`config.mk`:
```
export PLATFORM = sky130hd
export DESIGN_NAME = rsn_unit
export DESIGN_NICKNAME = d
export VERILOG_FILES = /design/src/rtl/vrsn_pkg.sv /design/src/rtl/vrsn_decode.sv /design/src/rtl/vrsn_round_lane.sv /design/src/rtl/vrsn_size_path.sv /design/src/rtl/rsn_unit.sv
export SDC_FILE = /design/constraint.sdc
export NUM_CORES = 2
export LEC_CHECK = 0
export ABC_AREA = 1
export BUFFER_PORTS_ARGS = -buffer_cell sky130_fd_sc_hd__buf_2
export CAP_MARGIN = 20
export CORE_MARGIN = 3
export CORE_UTILIZATION = 46
export CTS_BUF_LIST = sky130_fd_sc_hd__clkbuf_8
export DETAILED_ROUTE_END_ITERATION = 16
export GPL_TIMING_DRIVEN = 0
export SYNTH_ARGS = -nofsm -noshare
export SYNTH_HDL_FRONTEND = slang
export SYNTH_SLANG_ARGS = --single-unit
```
`constraint.sdc`:
```
create_clock -name clk -period 13.9 [get_ports clk]
set_input_delay 1.39 -clock clk [delete_from_list [all_inputs] [get_ports clk]]
set_output_delay 1.39 -clock clk [all_outputs]
set_load 0.005 [all_outputs]
```
`src/rtl/vrsn_pkg.sv`:
```
package vrsn_pkg;

    typedef enum logic [1:0] {
        NW_8  = 2'd0,
        NW_16 = 2'd1,
        NW_32 = 2'd2
    } nsize_e;

    localparam logic [8:0] OPC_TOP = 9'b010001010;
    localparam logic [5:0] OPC_MID = 6'b000110;

    typedef struct packed {
        logic       undef;
        nsize_e     nsize;
        logic [5:0] shamt;
    } dec_t;

    function automatic nsize_e size_of(input logic [2:0] code);
        if (code[2])      return NW_32;
        else if (code[1]) return NW_16;
        else              return NW_8;
    endfunction

    function automatic logic [6:0] twice_width(input nsize_e s);
        case (s)
            NW_8:    return 7'd16;
            NW_16:   return 7'd32;
            default: return 7'd64;
        endcase
    endfunction

    function automatic logic [5:0] shift_of(input logic [2:0] code, input logic [2:0] imm3);
        logic [6:0] diff;
        diff = twice_width(size_of(code)) - {1'b0, code, imm3};
        return diff[5:0];
    endfunction

endpackage

```
`src/rtl/vrsn_decode.sv`:
```
module vrsn_decode
    import vrsn_pkg::*;
(
    input  logic [31:0] instr,
    output dec_t        dec
);
    logic [2:0] code;
    logic       fixed_ok;

    always_comb begin
        code     = {instr[22], instr[20:19]};
        fixed_ok = (instr[31:23] == OPC_TOP) && instr[21] && (instr[15:10] == OPC_MID);
        dec.undef = !fixed_ok || (code == 3'b000);
        dec.nsize = size_of(code);
        dec.shamt = shift_of(code, instr[18:16]);
    end
endmodule

```
`src/rtl/vrsn_round_lane.sv`:
```
module vrsn_round_lane #(
    parameter int NW = 8
) (
    input  logic [2*NW-1:0] wide,
    input  logic [5:0]      shamt,
    output logic [NW-1:0]   narrow
);
    localparam int WW = 2 * NW;

    logic [WW:0] one;
    logic [WW:0] rnd;
    logic [WW:0] sum;
    logic [WW:0] shifted;

    always_comb begin
        one     = {{WW{1'b0}}, 1'b1};
        rnd     = (shamt == 6'd0) ? '0 : (one << (shamt - 6'd1));
        sum     = {1'b0, wide} + rnd;
        shifted = sum >> shamt;
        narrow  = shifted[NW-1:0];
    end
endmodule

```
`src/rtl/vrsn_size_path.sv`:
```
module vrsn_size_path #(
    parameter int VLEN = 128,
    parameter int NW   = 8
) (
    input  logic [VLEN-1:0] src,
    input  logic [5:0]      shamt,
    output logic [VLEN-1:0] packed_out
);
    localparam int WW    = 2 * NW;
    localparam int NELEM = VLEN / WW;

    for (genvar e = 0; e < NELEM; e++) begin : g_elem
        logic [NW-1:0] nar;
        vrsn_round_lane #(.NW(NW)) u_lane (
            .wide   (src[e*WW +: WW]),
            .shamt  (shamt),
            .narrow (nar)
        );
        assign packed_out[e*WW +: NW]      = nar;
        assign packed_out[e*WW + NW +: NW] = '0;
    end
endmodule

```
`src/rtl/rsn_unit.sv`:
```
module rsn_unit
    import vrsn_pkg::*;
#(
    parameter int VLEN = 128
) (
    input  logic            clk,
    input  logic            rst,
    input  logic            in_valid,
    input  logic [31:0]     instr,
    input  logic [VLEN-1:0] src,
    output logic            out_valid,
    output logic            out_undef,
    output logic [VLEN-1:0] result
);
    localparam int NSIZES = 3;

    dec_t            dec;
    logic [VLEN-1:0] cand [NSIZES];
    logic [VLEN-1:0] chosen;

    vrsn_decode u_dec (
        .instr (instr),
        .dec   (dec)
    );

    for (genvar i = 0; i < NSIZES; i++) begin : g_size
        vrsn_size_path #(.VLEN(VLEN), .NW(8 << i)) u_path (
            .src        (src),
            .shamt      (dec.shamt),
            .packed_out (cand[i])
        );
    end

    always_comb begin
        case (dec.nsize)
            NW_8:    chosen = cand[0];
            NW_16:   chosen = cand[1];
            default: chosen = cand[2];
        endcase
        if (dec.undef) chosen = '0;
    end

    always_ff @(posedge clk) begin
        if (rst) begin
            out_valid <= 1'b0;
            out_undef <= 1'b0;
            result    <= '0;
        end else begin
            out_valid <= in_valid && !dec.undef;
            out_undef <= in_valid && dec.undef;
            if (in_valid) result <= chosen;
        end
    end
endmodule

```
==> results.json, run 1 <==
{
  "synth-seq-area-share": 0.0624,
  "postCtsHoldBufs": 0,
  "rows": 102,
  "root_buffer": "clkbuf_8",
  "synth-async-reset-ratio": 0,
  "grt_pass1_vias": 59300,
  "htreeDepth": 4,
  "pre_cts_ws_ps": 2500,
  "synth-edff-count": 0,
  "die_w_um": 288,
  "synthCells": 7171,
  "stop_error": "[ERROR GRT-0116] Global routing finished with congestion. Check the congestion regions in the DRC Viewer.",
  "outcome": "aborted with a tool error",
  "post_cts_buffers": 0,
  "dp_hpwl_um": 224000,
  "ys_warn_count": 0,
  "post-place-cells": 8562,
  "netlist_top_cells_count": "nand2_1, nand3_1, inv_1",
  "yosys-top-cells-area": "nand2_1, nand3_1, ha_1",
  "haltStage": "5_1_grt",
  "grt_pass1_wl_um": 422000,
  "die_y_um": 288,
  "grt_max_degree": 13,
  "syn-cell-area_um2": 36600,
  "postSynthAreaPerCell_um2": 5.10,
  "cts_resized": 0,
  "place.gp.congestion": 1.25,
  "pin_count": 293,
  "yosys.area.top_type_share": 0.228,
  "cts.sinks": 114,
  "synth_top_area_cell": "nand2_1",
  "port-buffer-count": 266,
  "clk_path_buf_depth": 3,
  "synth_seq_cells": 114,
  "grt.total_usage": 0.716,
  "start_util": 0.468,
  "cts_buffers": 25,
  "synthFlopType": "dfxtp_1",
  "synth_cell_type_count": 72,
  "synth.most_common_cell": "nand2_1",
  "globalRoute.totalOverflow": 18
}
[cells by family after synthesis]
kind of cell | after synthesis | share of synthesized area
AOI/OAI and AO/OA | 1090 | 0.170
xor gates and xnor gates | 96 | 0.0232
adders and majority gates | 237 | 0.0811
buffers and inverters | 1038 | 0.110
DFF | 114 | 0.0624
muxes | 8 | 0.00219
other | 1 | 0.000103
and+or+nand+nor | 4587 | 0.551
[stage by stage]
stage                util  hold WS [ps]  instance area [um^2]
CTS                 0.515           451                 40200
floorplan               -           448                 36800
detailed placement  0.510           436                 39800
global placement    0.505           434                 39400
[metal layers]
| layer | overflow | track usage |
|---|---|---|
| met1 | 0 | 0.718 |
| met2 | 8 | 0.875 |
| met3 | 0 | 0.557 |
| met4 | 10 | 0.706 |
| met5 | 0 | 0.355 |
==> run 2, diff against run 1 <==
- CORE_UTILIZATION: 46 -> 31
- CTS_BUF_LIST: sky130_fd_sc_hd__clkbuf_8 -> unset
- PLACE_DENSITY_LB_ADDON: unset -> 0.15
==> run 2 against run 1 <==
Net effect: the flow now finishes without violations; area after synthesis unchanged; synthesized cell count unchanged.
==> results.json, run 2 <==
{
  "outcome": "complete, no violations",
  "area_delta_synth_final_pct": 13.4,
  "die_w_um": 349,
  "yosys-top-cells-area": "nand2_1, nand3_1, ha_1",
  "clock_latency_ps": 470,
  "avgRoutedWirePerCell_um": 34.8,
  "synth-edff-count": 0,
  "grt.total_usage": 0.499,
  "largest_reg_flops": 112,
  "p_sw_frac": 0.605,
  "via_per_inst": 6.30,
  "crit_family": "buffers and inverters",
  "postSynthAreaPerCell_um2": 5.10,
  "clk_pin_slew_ps": 60,
  "pin_count": 293,
  "synth_top_area_cell": "nand2_1",
  "yosys.area.top_type_share": 0.228,
  "synth_seq_cells": 114,
  "power.leakage_nw": 21.4,
  "path_buf_inv": 14,
  "layout_common_cells": "nand2_1, nand3_1, inv_1, nor2_1, a21oi_1",
  "switching_power_mw": 1.74,
  "p_seq_frac": 0.113,
  "end_kind": "flip-flop",
  "top_regs": "result: 112 flops, out_undef: 1 flops, out_valid: 1 flops",
  "place.gp.congestion": 1.12,
  "hold_viol_final": 0,
  "clk_path_buf_depth": 3,
  "grt_max_degree": 13,
  "port-buffer-count": 266,
  "finish.utilization": 0.355,
  "worst_slew_pin_slew_ps": 1400,
  "relSlewSlack": 0.0640,
  "cts_tree": "yes",
  "dp_hpwl_um": 270000,
  "synth-async-reset-ratio": 0,
  "nets": 7967,
  "p_comb_frac": 0.702,
  "cap_violations": 0,
  "globalRoute.totalOverflow": 0,
  "post-route-min-period_ps": 12700,
  "clkPwrFrac": 0.185,
  "drt_first_pass_iters": 8,
  "grt_pass1_vias": 54700,
  "core-area_um2": 117000,
  "ir_drop_v": 0.0000588,
  "fmax_mhz": 78.7,
  "cp_data_arrival_time_ps": 13040,
  "die_y_um": 349,
  "drtAntennaViolNets": 0,
  "synth.most_common_cell": "nand2_1",
  "cts.sinks": 114,
  "drive_gt1_frac": 0.0725,
  "start_util": 0.313,
  "slowest_stage": "clkbuf_1",
  "rows": 125,
  "timing.final.crit_share": 0.914,
  "regMostFlops": "result",
  "netlist_top_cells_count": "nand2_1, nand3_1, inv_1",
  "fin_tns_setup_ps": 0,
  "synthCells": 7171,
  "crit_fanout": 10,
  "synth-seq-area-share": 0.0624,
  "synthFlopType": "dfxtp_1",
  "drt-total-wl_um": 317000,
  "drv_slew": 0,
  "root_buffer": "clkbuf_16",
  "drc": 0,
  "power.internal_mw": 1.14,
  "antenna_found_initial": 41,
  "syn-cell-area_um2": 36600,
  "crit_required_ps": 14240,
  "p_per_area_nw_per_um2": 69.6,
  "n_fill_cell": 13900,
  "rsz0062_at_grt": "no",
  "via_count": 57500,
  "worst_setup_path_start_kind": "input pin",
  "post_cts_buffers": 0,
  "worst_clock_skew_ps": 0,
  "critPathKind": "in2reg",
  "cts_resized": 0,
  "final_common_cell": "nand2_1",
  "cts_buffers": 25,
  "postCtsHoldBufs": 0,
  "detail_route.iter0.violations": 8613,
  "min_path_type": "reg2reg",
  "ys_warn_count": 0,
  "dieArea_um2": 122000,
  "synth_cell_type_count": 72,
  "htreeDepth": 4,
  "max_stage_delay_ps": 990,
  "finalSetupViolCount": 0,
  "grt_pass1_wl_um": 421000
}
run 2: final cells by class:
cell class                 count  area [um^2]  share of cell area
tap                         1524         1910              0.0460
multi-input combinational   6082        30600               0.739
antenna                       21         52.6             0.00127
inverter                     736         2770              0.0667
sequential                   114         2280              0.0551
clock buffer                  31          688              0.0166
buffer                       302         1250              0.0302
clock inverter                 1         30.0            0.000725
timing repair buffer         306         1830              0.0443
run 2: worst reg2reg max path, delay by kind of cell (launching register included):
| kind | cells | cell delay (ps) |
|---|---|---|
| flops | 1 | 340 |
| compound gates | 2 | 290 |
| simple gates | 1 | 70 |
| buf+inv | 1 | 60 |
run 2: per-layer routing:
layer	up-vias	track usage	share of wire
li1	24800	-	-
met4	12	0.464	0.12
met5	-	0.00432	0.00031
met1	26900	0.552	0.35
met2	4251	0.760	0.42
met3	1425	0.158	0.11
run 2: power groups by stage:
stage / Clock [mW] / Combinational [mW] / Sequential (mW)
after floorplan: 0 / 1.02 / 0.334
after global placement: 0 / 1.84 / 0.334
after detailed placement: 0 / 1.85 / 0.334
after CTS: 0.539 / 1.86 / 0.327
after global routing: 0.558 / 2.06 / 0.327
final: 0.533 / 2.02 / 0.327
run 2: final timing paths:
check	startpoint	to	slack, ps	cells past startpoint
min	result[50]	result[50]	450	2
min reg2reg	result[50]	result[50]	450	2
max	instr[16]	result[87]	1200	39
max reg2reg	result[79]	result[79]	13060	4
run 2: cells by family after synthesis:
logic type,Yosys count,share of synthesized area
multiplexers,8,0.00219
adder cells (fa/ha/maj),237,0.0811
flip-flops,114,0.0624
buffers and inverters,1038,0.110
other,1,0.000103
XOR/XNOR,96,0.0232
AO/OA/AOI/OAI,1090,0.170
AND/OR/NAND/NOR,4587,0.551
run 2: metrics by stage:
step                      power, mW  setup WS, ps  cells  instance area (um^2)  hold WS [ps]
final                          2.88          1200   9117                 41400           448
after detailed placement       2.19          1290   9055                 40500           434
after global routing           2.94          1460   9096                 41400           466
after global placement         2.18          -194   9024                 40000           435
after floorplan                1.36          6860   7234                 36800           448
after CTS                      2.73          1770   9087                 41200           449
(Power assumes the default switching activity.)
